`src/rtl/pil_pkg.sv`:
```
package pil_pkg;
  localparam logic [8:0] EXT_INT_BASE = 9'h040;

  typedef struct packed {
    logic load;
    logic clear;
  } pil_strobe_t;
endpackage

```
`src/rtl/pil_datapath.sv`:
```
module pil_datapath
  import pil_pkg::*;
#(
  parameter int NUM_LEVELS  = 16,
  parameter int SOFT_WIDTH  = 17,
  parameter int TT_WIDTH    = 9,
  parameter int TICK_BIT    = 0,
  parameter int STICK_BIT   = 16,
  parameter int TIMER_LEVEL = 14,
  localparam int LVL_W      = $clog2(NUM_LEVELS)
) (
  input  logic                  clk,
  input  logic                  rst_n,
  input  logic [NUM_LEVELS-1:0] extLevels,
  input  logic [SOFT_WIDTH-1:0] softInt,
  input  logic [LVL_W-1:0]      procLevel,
  input  pil_strobe_t           stb,
  output logic                  anyPending,
  output logic                  candValid,
  output logic [TT_WIDTH-1:0]   candCode,
  output logic [TT_WIDTH-1:0]   trapType,
  output logic                  irqReq
);
  logic [SOFT_WIDTH-1:0] timerMask;
  logic [SOFT_WIDTH-1:0] softLevels;
  logic [NUM_LEVELS-1:0] pending;
  logic                  timerHit;
  logic [LVL_W-1:0]      winLevel;

  always_comb begin
    timerMask            = '0;
    timerMask[TICK_BIT]  = 1'b1;
    timerMask[STICK_BIT] = 1'b1;
    softLevels = softInt & ~timerMask;
    timerHit   = softInt[TICK_BIT] | softInt[STICK_BIT];
    pending    = extLevels | softLevels[NUM_LEVELS-1:0];
    if (timerHit) pending[TIMER_LEVEL] = 1'b1;
    anyPending = |pending;
  end

  // ascending scan: the last hit, i.e. the highest level, wins
  always_comb begin
    candValid = 1'b0;
    winLevel  = '0;
    for (int i = 1; i < NUM_LEVELS; i++) begin
      if (pending[i] && (LVL_W'(i) > procLevel)) begin
        candValid = 1'b1;
        winLevel  = LVL_W'(i);
      end
    end
    candCode = TT_WIDTH'(EXT_INT_BASE) | TT_WIDTH'(winLevel);
  end

  always_ff @(posedge clk) begin
    if (!rst_n) begin
      trapType <= '0;
      irqReq   <= 1'b0;
    end else if (stb.clear) begin
      trapType <= '0;
      irqReq   <= 1'b0;
    end else if (stb.load) begin
      trapType <= candCode;
      irqReq   <= 1'b1;
    end
  end

  p_code_range_r5: assert property (@(posedge clk) disable iff (!rst_n)
    irqReq |-> (trapType[TT_WIDTH-1:LVL_W] == TT_WIDTH'(EXT_INT_BASE) >> LVL_W)
               && (trapType[LVL_W-1:0] != '0));

  p_clear_r9: assert property (@(posedge clk) disable iff (!rst_n)
    (!anyPending && irqReq) |=> (!irqReq && trapType == '0));
endmodule

```
`src/rtl/pil_control.sv`:
```
module pil_control
  import pil_pkg::*;
#(
  parameter int TT_WIDTH  = 9,
  parameter int TL_WIDTH  = 3
) (
  input  logic                clk,
  input  logic                rst_n,
  input  logic                intEnable,
  input  logic [TL_WIDTH-1:0] trapLevel,
  input  logic [TT_WIDTH-1:0] curTrapType,
  input  logic                anyPending,
  input  logic                candValid,
  input  logic [TT_WIDTH-1:0] candCode,
  input  logic [TT_WIDTH-1:0] trapType,
  input  logic                irqReq,
  output pil_strobe_t         stb
);
  logic suppress;

  always_comb begin
    suppress  = (trapLevel != '0) && (curTrapType > candCode);
    stb.clear = !anyPending && irqReq;
    stb.load  = anyPending && intEnable && candValid && !suppress
                && (candCode != trapType);
  end

  p_disabled_hold_r8: assert property (@(posedge clk) disable iff (!rst_n)
    (!intEnable && anyPending) |=> $stable(trapType) && $stable(irqReq));

  p_suppress_hold_r6: assert property (@(posedge clk) disable iff (!rst_n)
    (anyPending && trapLevel != '0 && candValid && curTrapType > candCode)
      |=> $stable(trapType) && $stable(irqReq));

  p_load_new_r7: assert property (@(posedge clk) disable iff (!rst_n)
    (anyPending && intEnable && candValid && !(trapLevel != '0 && curTrapType > candCode)
     && candCode != trapType) |=> (irqReq && trapType == $past(candCode)));
endmodule

```
`src/rtl/pil_resolver.sv`:
```
module pil_resolver
  import pil_pkg::*;
#(
  parameter int NUM_LEVELS = 16,
  parameter int SOFT_WIDTH = 17,
  parameter int TT_WIDTH   = 9,
  parameter int TL_WIDTH   = 3,
  localparam int LVL_W     = $clog2(NUM_LEVELS)
) (
  input  logic                  clk,
  input  logic                  rst_n,
  input  logic [NUM_LEVELS-1:0] extLevels,
  input  logic [SOFT_WIDTH-1:0] softInt,
  input  logic [LVL_W-1:0]      procLevel,
  input  logic [TL_WIDTH-1:0]   trapLevel,
  input  logic [TT_WIDTH-1:0]   curTrapType,
  input  logic                  intEnable,
  output logic                  irqReq,
  output logic [TT_WIDTH-1:0]   trapType
);
  pil_strobe_t         stb;
  logic                anyPending;
  logic                candValid;
  logic [TT_WIDTH-1:0] candCode;

  pil_datapath #(
    .NUM_LEVELS(NUM_LEVELS), .SOFT_WIDTH(SOFT_WIDTH), .TT_WIDTH(TT_WIDTH)
  ) u_dp (
    .clk(clk), .rst_n(rst_n), .extLevels(extLevels), .softInt(softInt),
    .procLevel(procLevel), .stb(stb), .anyPending(anyPending),
    .candValid(candValid), .candCode(candCode), .trapType(trapType),
    .irqReq(irqReq)
  );

  pil_control #(.TT_WIDTH(TT_WIDTH), .TL_WIDTH(TL_WIDTH)) u_ctl (
    .clk(clk), .rst_n(rst_n), .intEnable(intEnable), .trapLevel(trapLevel),
    .curTrapType(curTrapType), .anyPending(anyPending), .candValid(candValid),
    .candCode(candCode), .trapType(trapType), .irqReq(irqReq), .stb(stb)
  );
endmodule

```
`config.mk`:
```
export PLATFORM = sky130hd
export DESIGN_NAME = pil_resolver
export DESIGN_NICKNAME = d
export VERILOG_FILES = /design/src/rtl/pil_pkg.sv /design/src/rtl/pil_datapath.sv /design/src/rtl/pil_control.sv /design/src/rtl/pil_resolver.sv
export SDC_FILE = /design/constraint.sdc
export NUM_CORES = 1
export LEC_CHECK = 0
export ABC_AREA = 1
export BUFFER_PORTS_ARGS = -buffer_cell sky130_fd_sc_hd__buf_2
export CAP_MARGIN = 20
export CORE_MARGIN = 3
export CORE_UTILIZATION = 40
export DETAILED_ROUTE_END_ITERATION = 8
export PLACE_DENSITY = 0.82
export SLEW_MARGIN = 20
export SYNTH_ARGS = -nofsm -noshare
export SYNTH_HDL_FRONTEND = slang
export SYNTH_SLANG_ARGS = --single-unit
```
`constraint.sdc`:
```
create_clock -name clk -period 3 [get_ports clk]
set_input_delay 0.15 -clock clk [delete_from_list [all_inputs] [get_ports clk]]
set_output_delay 0.15 -clock clk [all_outputs]
set_load 0.05 [all_outputs]
```
## Word level (Yosys, flattened, before mapping)

Cells that the tools add are included.

| storage, ports and cells | value |
|---|---|
| output and inout bits | 10 |
| input bits | 52 |
| logic and storage cells | 79 |
| register bits after elaboration | 6 |

| operators by class | value |
|---|---|
| order comparisons | 16 |
| multiplexer cells | 31 |
| equality and inequality tests | 1 |
| reduce and logical (&&, ||, !) cells | 26 |
| bitwise gates (word level) | 3 |

Operators with widths:

| kind | number |
|---|---|
| $gt A4 B4 Y1 const A | 8 |
| $mux W4 | 8 |
| $logic_and A1 B1 Y1 | 21 |
| $mux W1 | 17 |
| $gt A3 B4 Y1 const A | 4 |
| $or A16 B16 Y16 | 1 |
| $reduce_or A16 Y1 | 1 |
| $mux W3 | 4 |
| $gt A9 B7 Y1 | 1 |
| $gt A2 B4 Y1 const A | 2 |
| $ne A5 B5 Y1 | 1 |
| $gt A1 B4 Y1 const A | 1 |
| $mux W2 | 2 |
| $reduce_bool A3 Y1 | 1 |
| $logic_not A1 Y1 | 2 |
| $reduce_or A2 Y1 | 1 |
| $not A1 Y1 | 1 |
| $or A1 B1 Y1 | 1 |

## Longest topological paths before layout

Gate-level depths: netlist (run 1).

| logic depth | value |
|---|---|
| depth after elaboration | 22 |
| mapped depth | 22 |
| mapped depth without buffers | 22 |

## By module

Synthesis (run 1) repeated with hierarchy kept, for this count alone.

| second synthesis, totals | value |
|---|---|
| cell total of the unflattened synthesis | 202 |
| area, all modules | 1137.3 um^2 |

By module, submodules not included:

| module | instances | cells an instance | area an instance (um^2) | seq. area each (um^2) |
|---|---|---|---|---|
| pil_datapath | 1 | 129 | 720.7 | 100.1 |
| pil_control | 1 | 73 | 416.6 | 0.0 |

## Least setup slack after synthesis (run 1)

OpenSTA, ideal clock, no wires.

| timing path | value |
|---|---|
| path type | input -> register |
| start | in procLevel[3] |
| end | reg u_dp.trapType[0] |
| slack | 632 ps |
| library setup time | 117 ps |
| data arrival time | 2251 ps |
| data required time | 2883 ps |
| path buffers | 1 |
| cell stages on the path | 17 |
| cell sequence | buf_2 -> nand2_2 -> inv_4 -> nor2_2 -> o21ai_2 -> nand2_2 -> nor2_1 -> a21oi_2 -> ha_1 -> a21oi_1 -> nor3_1 -> o31ai_1 -> o2111ai_1 -> a31oi_4 -> nand3_1 -> o211ai_1 -> inv_1 |

| on the way | value |
|---|---|
| longest elaborated chain between the ends | 22 |
| elaborated cells between the ends (all ways) | 67 |
| classes of those cells | order compare (16); eq/ne (1); mux (30); reduce/logical (20) |

RTL lines:

| element | line | source |
|---|---|---|
| from (decl) | pil_resolver.sv:14 | `input logic [LVL_W-1:0] procLevel,` |
| $gt A1 B4 Y1 | pil_datapath.sv:46 | `if (pending[i] && (LVL_W'(i) > procLevel)) begin` |
| $logic_and A1 B1 Y1 | pil_datapath.sv:46 |  |
| $mux W1 | pil_datapath.sv:46 |  |
| $mux W2 (2 in series) | pil_datapath.sv:46 |  |
| $mux W3 (4 in series) | pil_datapath.sv:46 |  |
| $mux W4 (8 in series) | pil_datapath.sv:46 |  |
| $gt A9 B7 Y1 | pil_control.sv:22 | `suppress = (trapLevel != '0) && (curTrapType > candCode);` |
| $logic_and A1 B1 Y1 | pil_control.sv:22 |  |
| $logic_not A1 Y1 | pil_control.sv:24 | `stb.load = anyPending && intEnable && candValid && !suppress` |
| $logic_and A1 B1 Y1 | pil_control.sv:24 |  |
| $logic_and A1 B1 Y1 | pil_control.sv:25 | `&& (candCode != trapType);` |
| to (signal assigned) | pil_datapath.sv:62 | `trapType <= candCode;` |
| to (decl) | pil_datapath.sv:21 | `output logic [TT_WIDTH-1:0] trapType,` |

Parallel ways exist; a longest one is shown, timed or not.
A chain may end at the register's enable or synchronous reset.

## Final worst setup path (run 1)

| timing path | value |
|---|---|
| start | in procLevel[1] |
| end | reg u_dp.trapType[0] |

Same word-level chain as after synthesis.

==> metrics.txt, run 1 <==
All-Layer GR Usage between 10% and 20%; post-synth top area cell nand2_1; die area 0.002956 mm^2; placeable core area 0.002082 mm^2; Vias per Instance 5.029; area grow syn2layout 33.56%; Worst Setup End Kind register; cts bufs inserted 3; Clock Sinks 5; max_cap viols 0; initial drt markers 19; die width 54.37 um; wire length on met1 1054 um; Post-route DRC 0; Synth Area in XOR/XNOR less than 1%; RSZ-0062 raised after global routing false; Final Hold Viols 0; met2 wire len 1211 um; Mapped Avg Cell Area 5.923 um^2; Top Layer Used met3; worst skew pair latency 0.24 ns; Final Skew approximately 0.00084 ns; CTS Buffer Depth 2; Setup-failing EPs final 0; WL met3 roughly 240 um; share of cells above drive strength 1 40.74%; Post-Syn Instances 158; critical path class input port to register; vias post-DR around 1.2k; drt first pass iters 4; mux share of post-synthesis cell area 0%; dpl cells between 200 and 250; Initial Util 44.95%; FF/Latch Area 100.1 um^2; f_max about 0.4 GHz; Post-CTS Resized 0; Setup Buffers After CTS 0; PortBufs 57; Cell Area, Synth 935.9 um^2; Nets roughly 270; Arr. time, crit path 2.62 ns; internal reg-to-reg setup slack 1.72 ns; CP required about 3.1 ns; Post-CTS Hold Fix Bufs 0; area occupied by multi-input gates 723.2 um^2; Synth top area share 14.04%; sequential area share after synthesis 10.70%; FF+latch count, synth 5; first-pass GRT wire length roughly 4100 um; post-DR wirelength/cell 10.32 um; Row Count 16; hpwl dp 2262 um; Overflow after GRT 0; Max H-tree Level 1; Final Cycle Share 83.09%; Max VDD drop 0.2810 mV; vias in the first global route slightly above 1k; I/O Pins 62; largest net degree at the start of global routing 10; Die H 54.37 um; ys flop type dfxtp_1; Clock transition at path regs 0.04 ns; largest family of logic cells by synthesized area simple AND/OR/NAND/NOR gates; Synth async-reset ratio 0%; routability cong. 0.8730; Leak 0.0006597 uW; Synth Area in Simple Gates 48.13%; setup TNS 0 ns; initial antenna violation count 0; post-synthesis cell type count 37; Non-Filler Instances 243; TritonCTS clock tree yes; top cells by area, synth nand2_1, dfxtp_1, nor2_1; EDFF count, synth 0; CP Launch Type input port; remaining antenna violation count 0; worst hold path type input port to register; Ys Warns 0; drt total wl 2508 um; Slew Viols, Final 0; fin crit period 2.493 ns; CTS root buf clkbuf_4; Worst Path Max Fanout 9; Fillers 225; power per cell area 251.3 mW/mm^2; ant diodes 0; Synth Area in Compound Gates 21.26%; post-synthesis adder-cell area fraction approximately 5.3%; outcome finished clean
## sequential cells by signal, summed over array words and instances (netlist names)
| signal | flops |
|---|---|
| u_dp.trapType | 4 |
| u_dp.irqReq | 1 |
## final cells by class
type / count / share of cell area [%]
inverter: 21 / 6.507
multi-input combinational: 129 / 57.86
timing repair buffer: 57 / 22.82
tap: 27 / 2.703
sequential: 5 / 8.008
clock buffer: 4 / 2.102
## synth_stat cells, types with 2 or more instances
library cell,count
nand2_1,35
nor2_1,20
inv_1,14
nand3_1,10
a21oi_1,8
nor2_2,6
buf_4,5
dfxtp_1,5
inv_2,5
o21ai_1,5
ha_1,4
nand4_1,4
nor3_1,4
nor4_1,4
nand2_2,3
o21ai_2,3
a21oi_2,2
nand3_2,2
## report_power, final
group          internal (uW)  total (uW)  switching, uW
clock network           50.2        76.5           26.3
logic                   59.0         161            103
registers               71.3        76.1           4.82
## logic make-up (layout without fill, tap and decap cells)
kind of cell / after synthesis / in the layout
adders and majority gates: 4 / 4
xor gates and xnor gates: 1 / 1
buffers and inverters: 27 / 82
and+or+nand+nor: 93 / 93
other: 1 / 4
DFF: 5 / 5
AOI/OAI and AO/OA: 27 / 27
## path summary, 6_finish.rpt
path,start,end,depth (start not counted)
worst max register to register,u_dp.irqReq,u_dp.trapType[3],7
worst min register to register,u_dp.trapType[2],u_dp.trapType[2],2
worst min-delay path,rst_n,u_dp.trapType[2],5
worst max-delay path,procLevel[1],u_dp.trapType[0],16
## placed cells by master (no fill, tap or decap), drive strengths merged, types with 5 or more instances in the layout
| master | synthesis | final |
|---|---|---|
| nor3 | 5 | 5 |
| nand2 | 38 | 38 |
| nor2 | 27 | 27 |
| o21ai | 9 | 9 |
| nand3 | 12 | 12 |
| inv | 20 | 20 |
| a21oi | 10 | 10 |
| dfxtp | 5 | 5 |
| buf | 6 | 57 |
## layer usage
layer / vias to the layer above / GRT usage (%)
li1: 640 / -
met1: 532 / 23.90
met2: 50 / 30.88
met3: 0 / 4.087
met4: 0 / 0
met5: - / 0
## critical path: stages
cell       delay [ns]
buf_2            0.12
nand2_1          0.15
o21ai_1          0.23
nand2_1          0.09
inv_2            0.06
nand2_1          0.09
a21oi_2          0.22
ha_1             0.28
a21oi_1          0.16
nor3_1           0.06
o31ai_1          0.19
o2111ai_1        0.20
a31oi_4          0.35
nand3_1          0.11
o211ai_1         0.10
inv_1            0.05
## metrics by stage
| stage | total power (uW) | util (%) | area (um^2) | setup slack, ns | hold slack, ns |
|---|---|---|---|---|---|
| after CTS | 315.6 | 60.04 | 1250 | 0.5366 | 0.3110 |
| after global placement | 237.5 | 58.77 | 1224 | 0.3566 | 0.5275 |
| after detailed placement | 238.3 | 58.77 | 1224 | 0.2985 | 0.5247 |
| final | 314.1 | 60.04 | 1250 | 0.5073 | 0.3140 |
| after floorplan | 188.2 | - | 947.2 | 0.6321 | 0.3954 |
| after global routing | 340.6 | 60.04 | 1250 | 0.2634 | 0.3651 |
No activity file was read; power rests on OpenSTA's default activity.
==> run 2, diff against run 1 <==
Settings changed: ABC_AREA 1 to 0, CORE_UTILIZATION 40 to 39.
Clock period 3 ns to 2.2 ns, I/O delays scaled along.
==> run 2 against run 1 <==
Effect of this change: the flow now finishes with violations (setup timing); sequential share of layout area shrank 2.6 points; register-to-register slack lost 1.1 ns; utilization grew 19 points; die area grew 8.5%; flip-flop and latch count is the same; largest cell class unchanged.
==> metrics.txt, run 2 <==
initial drt markers 98; first-pass GRT wire length 6851 um; Worst Setup End Kind register; Row Count 17; most instantiated library cell after synthesis nor2_1; area grow syn2layout 84.11%; Largest regs u_dp.trapType (4), u_dp.irqReq (1); Die H about 57 um; power per cell area 313.5 mW/mm^2; PortBufs 57; post-route cell area approximately 0.0018 mm^2; TritonCTS clock tree yes; commonest non-fill, non-tap cells in the layout buf_2, buf_4, nor2_1; Fillers between 150 and 200; critical path class input port to register; remaining antenna violation count 0; max_cap viols 0; Final Skew 0.002358 ns; Final Cycle Share 133.8%; hpwl dp 3304 um; placeable core area 0.002318 mm^2; ys flop type dfxtp_1; cts bufs inserted 3; top cells by area, synth dfxtp_1, nor2_1, buf_4; Clock transition at path regs about 0.040 ns; All-Layer GR Usage 27.24%; synth cell count leaders nor2_1, o21ai_0, buf_4, nor4_1; Top reg by flops u_dp.trapType; Largest register FFs 4; Synth top area share 10.01%; Arr. time, crit path 3.09 ns; CP required 2.35 ns; Setup-failing EPs final 5; I/O Pins 62; vias post-DR 1,547; f_max 0.3397 GHz; initial antenna violation count 0; Post-route DRC 0; post-DR wirelength/cell 18.61 um; Max H-tree Level 1; post-synth top area cell dfxtp_1; drt total wl 4856 um; final worst setup slack -0.7438 ns; Leak 0.0008529 uW; Clock Sinks 5; post-synthesis cell type count 57; worst hold path type input port to register; outcome finished with violations; die width ~57 um; EDFF count, synth 0; hold_ws approximately 0.27 ns; Cell Area, Synth 999.7 um^2; Final Hold Viols 0; largest net degree at the start of global routing 11; Overflow after GRT 0; Initial Util 43.12%; CTS root buf clkbuf_4; Ys Warns 0; FF+latch count, synth 5; worst skew pair latency 0.24 ns; Post-CTS Hold Fix Bufs 0; Synth async-reset ratio 0%; fin crit period ~2.9 ns; CP Launch Type input port; share of cells above drive strength 1 63.52%; Mapped Avg Cell Area 7.872 um^2; die area 0.003207 mm^2; power consumption 577.0 uW; vias in the first global route 1,565; Vias per Instance 5.927; Post-Syn Instances ~130; dpl cell area between 0.0015 and 0.002 mm^2; Max VDD drop 0.3036 mV; RSZ-0062 raised after global routing true; Worst Path Max Fanout 5; CTS Buffer Depth 2; leading cell type in the layout, fill and taps excluded buf_2; sequential area share after synthesis 10.01%; drt first pass iters 4; routability cong. 0.9446; failing checks setup timing; Slew Viols, Final 0; Nets 290; ant diodes 0
-- run 2: where the power goes --
group | leakage, uW | internal (uW) | switching [uW]
Clock | 0.0000150 | 68.5 | 36.5
Combinational | 0.000797 | 173 | 195
Sequential | 0.0000410 | 96.9 | 7.43
Total | 0.000853 | 338 | 239
-- run 2: cell type report --
type | count | area, um^2 | share of cell area (%)
multi-input combinational | 111 | 962.2 | 52.28
inverter | 5 | 18.77 | 1.020
timing repair buffer | 108 | 698.2 | 37.93
tap | 28 | 35.03 | 1.903
sequential | 5 | 100.1 | 5.438
clock buffer | 4 | 26.28 | 1.428
-- run 2: through the flow --
stage / worst slack (ns) / util [%] / setup TNS (ns) / instances
final: -0.7438 / 79.38 / -3.506 / 261
after global routing: -0.8446 / 79.38 / -3.948 / 261
after CTS: -0.6689 / 77.28 / -3.256 / 260
after detailed placement: -0.9623 / 69.29 / -4.598 / 253
after global placement: -0.7992 / 69.29 / -3.901 / 253
after floorplan: -0.6063 / - / -2.786 / 130
-- run 2: worst max-delay path: stages --
cell and delay, ns:
buf_6 0.10, or2_4 0.25, buf_6 0.14, a211oi_4 0.32, a221oi_2 0.12, o21ai_2 0.15
nor2b_1 0.08, o21ai_2 0.16, ha_2 0.22, nor2b_4 0.05, o21a_1 0.16, o21a_1 0.17
o211ai_1 0.24, a21oi_2 0.12, a311oi_4 0.25, buf_6 0.16, a21oi_2 0.04, a311oi_1 0.24
-- run 2: final timing paths --
kind	end	startpoint	slack, ns	depth (start not counted)
setup / recovery	u_dp.trapType[2]	procLevel[0]	-0.74	18
hold / removal	u_dp.irqReq	rst_n	0.27	3
setup reg to reg	u_dp.trapType[2]	u_dp.trapType[3]	0.60	6
hold reg to reg	u_dp.irqReq	u_dp.irqReq	0.55	1
-- run 2: metal layers --
metal	track usage (%)	share of wire (%)	wire length, um	vias to the layer above
met5	0	0	0	-
met4	14.58	4.0	194	0
met3	4.368	8.5	411	21
met2	50.00	52	2502	107
met1	29.20	36	1747	712
li1	-	-	-	707
-- run 2: cell families after synthesis --
family | synth area share [%]
buffers and inverters | 9.637
adder cells (fa/ha/maj) | 5.006
AND/OR/NAND/NOR | 25.03
flip-flops | 10.01
multiplexers | 4.130
AO/OA/AOI/OAI | 44.06
XOR/XNOR | 1.753
other | 0.3751
-- run 2: repair_timing --
action	in CTS	in global routing
endpoints found under the hold margin	0	0
buffers inserted	3	1
pin swaps	20	17
resized for setup	22	7
endpoints found under the setup margin	5	5
==> run 3, diff against run 2 <==
Settings changed: CORE_ASPECT_RATIO set to 1.5.
==> run 3 against run 2 <==
Effect of this change: non-clock buffer count is 4 lower; the flow still finishes with violations (setup timing); clock power is 9% higher; critical endpoint is now u_dp.trapType[0]; largest power group unchanged; largest cell class unchanged; wire length is 11% lower.
==> metrics.txt, run 3 (synthesis results as in run 2) <==
drt total wl between 4000 and 5000 um; outcome finished with violations; worst skew pair latency 0.26 ns; CP required approximately 2.3 ns; Leak 0.0008359 uW; All-Layer GR Usage ~27%; DP Worst Slack -0.9439 ns; die area 0.003219 mm^2; Top reg by flops u_dp.trapType; critical path class input port to register; met3 usage 3.158%; M2 GR Usage 50.67%; Psw 237.9 uW; failing checks setup timing; initial drt markers 45; Post-route DRC 0; reg2reg start u_dp.trapType[3]; f_max 0.3564 GHz; final worst setup slack -0.6055 ns; power per cell area 318.7 mW/mm^2; leading cell type in the layout, fill and taps excluded buf_2; I/O Pins 62; CP Launch Type input port; Die H just under 70 um; hpwl dp 3210 um; CTS Buffer Depth 2; Arr. time, crit path 2.95 ns; CP peak stage delay 0.36 ns; crit path cell chain buf_6, or2_4, buf_6, o32ai_4, nand2b_1, a31o_1, inv_2, ha_4, nor2b_4, o21a_1, o21a_1, o211ai_1, a21oi_2, a311oi_4, mux2i_1, nor2_1; Slew Viols, Final 0; largest net degree at the start of global routing 11; Int Pwr 333.9 uW; clock share of power 20.0%; Final Skew approximately 0.0032 ns; Worst Setup End Kind register; Largest register FFs 4; RSZ-0062 raised after global routing true; net switching fraction of the power 41.61%; Max H-tree Level 1; remaining antenna violation count 0; initial antenna violation count 0; placeable core area 0.002338 mm^2; post-DR wirelength/cell roughly 17 um; CP max-delay cell a311oi_4; setup TNS -2.804 ns; worst hold path type input port to register; Initial Util 42.75%; fin crit period 2.805 ns; cts bufs inserted 3; Row Count 21; Overflow after GRT 0; Max VDD drop 0.3181 mV; Final Hold Viols 0; Vias per Instance 5.702; commonest non-fill, non-tap cells in the layout buf_2, buf_4, nor2_1; dpl cells 246; die width 47.34 um; area grow syn2layout 79.47%; first-pass GRT wire length around 6300 um; share of cells above drive strength 1 63.76%; Non-Filler Instances ~250; Logic pwr share 61.8%; critical path startpoint procLevel[1]; Clock transition at path regs 0.04 ns; TritonCTS clock tree yes; critical hold path startpoint rst_n; drt first pass iters 4; sequential share of power approximately 18%; Largest regs u_dp.trapType (4), u_dp.irqReq (1); ant diodes 0; vias post-DR 1,437; routability cong. 0.9391; Setup-failing EPs final 5; Nets 286; CTS root buf clkbuf_4; Final Cycle Share 127.5%; GR peak layer met2; max_cap viols 0; GR Layer Usage met1 around a quarter; Worst Path Max Fanout 5; PortBufs 57; Clock Sinks 5; vias in the first global route roughly 1.5k
run 3: area by class of cell:
type                    instances  area (um^2)
multi-input cells             111        953.4
repair buffers                104        666.9
flip-flops and latches          5        100.1
fillers                       171        544.3
inverters                       5        18.77
well taps                      23        28.78
clock buffers                   4        26.28
run 3: routing by layer:
metal	routed length, um	vias to the layer above
met5	0	-
met4	197	0
met3	170	17
met2	2443	63
met1	1487	661
li1	-	696
run 3: path summary, 6_finish.rpt:
check	cells after the start	slack, ns	end
worst min register to register	1	0.55	u_dp.irqReq
worst min-delay path	4	0.25	u_dp.trapType[2]
worst max-delay path	16	-0.61	u_dp.trapType[0]
worst max register to register	7	0.56	u_dp.trapType[2]
run 3: timing repair:
| item | in CTS | in global routing |
|---|---|---|
| gates resized for setup | 19 | 16 |
| hold buffers | 0 | 0 |
| buffers inserted | 2 | 0 |
| endpoints found under the setup margin | 5 | 5 |
| pin swaps | 6 | 2 |
run 3: power groups by stage:
| stage | combinational [uW] | clock [uW] | sequential [uW] |
|---|---|---|---|
| floorplan | 146 | 0 | 124 |
| global placement | 289 | 0 | 104 |
| detailed placement | 301 | 0 | 105 |
| CTS | 327 | 118 | 104 |
| global route | 376 | 123 | 105 |
| finish | 353 | 114 | 104 |
run 3: stage by stage:
step	total power (uW)	utilization (%)	hold slack, ns	area, um^2
floorplan	269.8	-	0.3591	1011
finish	571.8	76.73	0.2507	1794
detailed placement	406.6	67.79	0.5023	1585
global placement	393.6	67.79	0.4815	1585
CTS	549.7	74.05	0.2358	1732
global route	604.1	76.73	0.2902	1794
run 3: worst max-delay path: cells and delay by family:
family / cells / cell delay, ns
AO/OA/AOI/OAI: 7 / 1.49
adder cells (fa/ha/maj): 1 / 0.19
buffers and inverters: 3 / 0.30
multiplexers: 1 / 0.31
AND/OR/NAND/NOR: 4 / 0.53
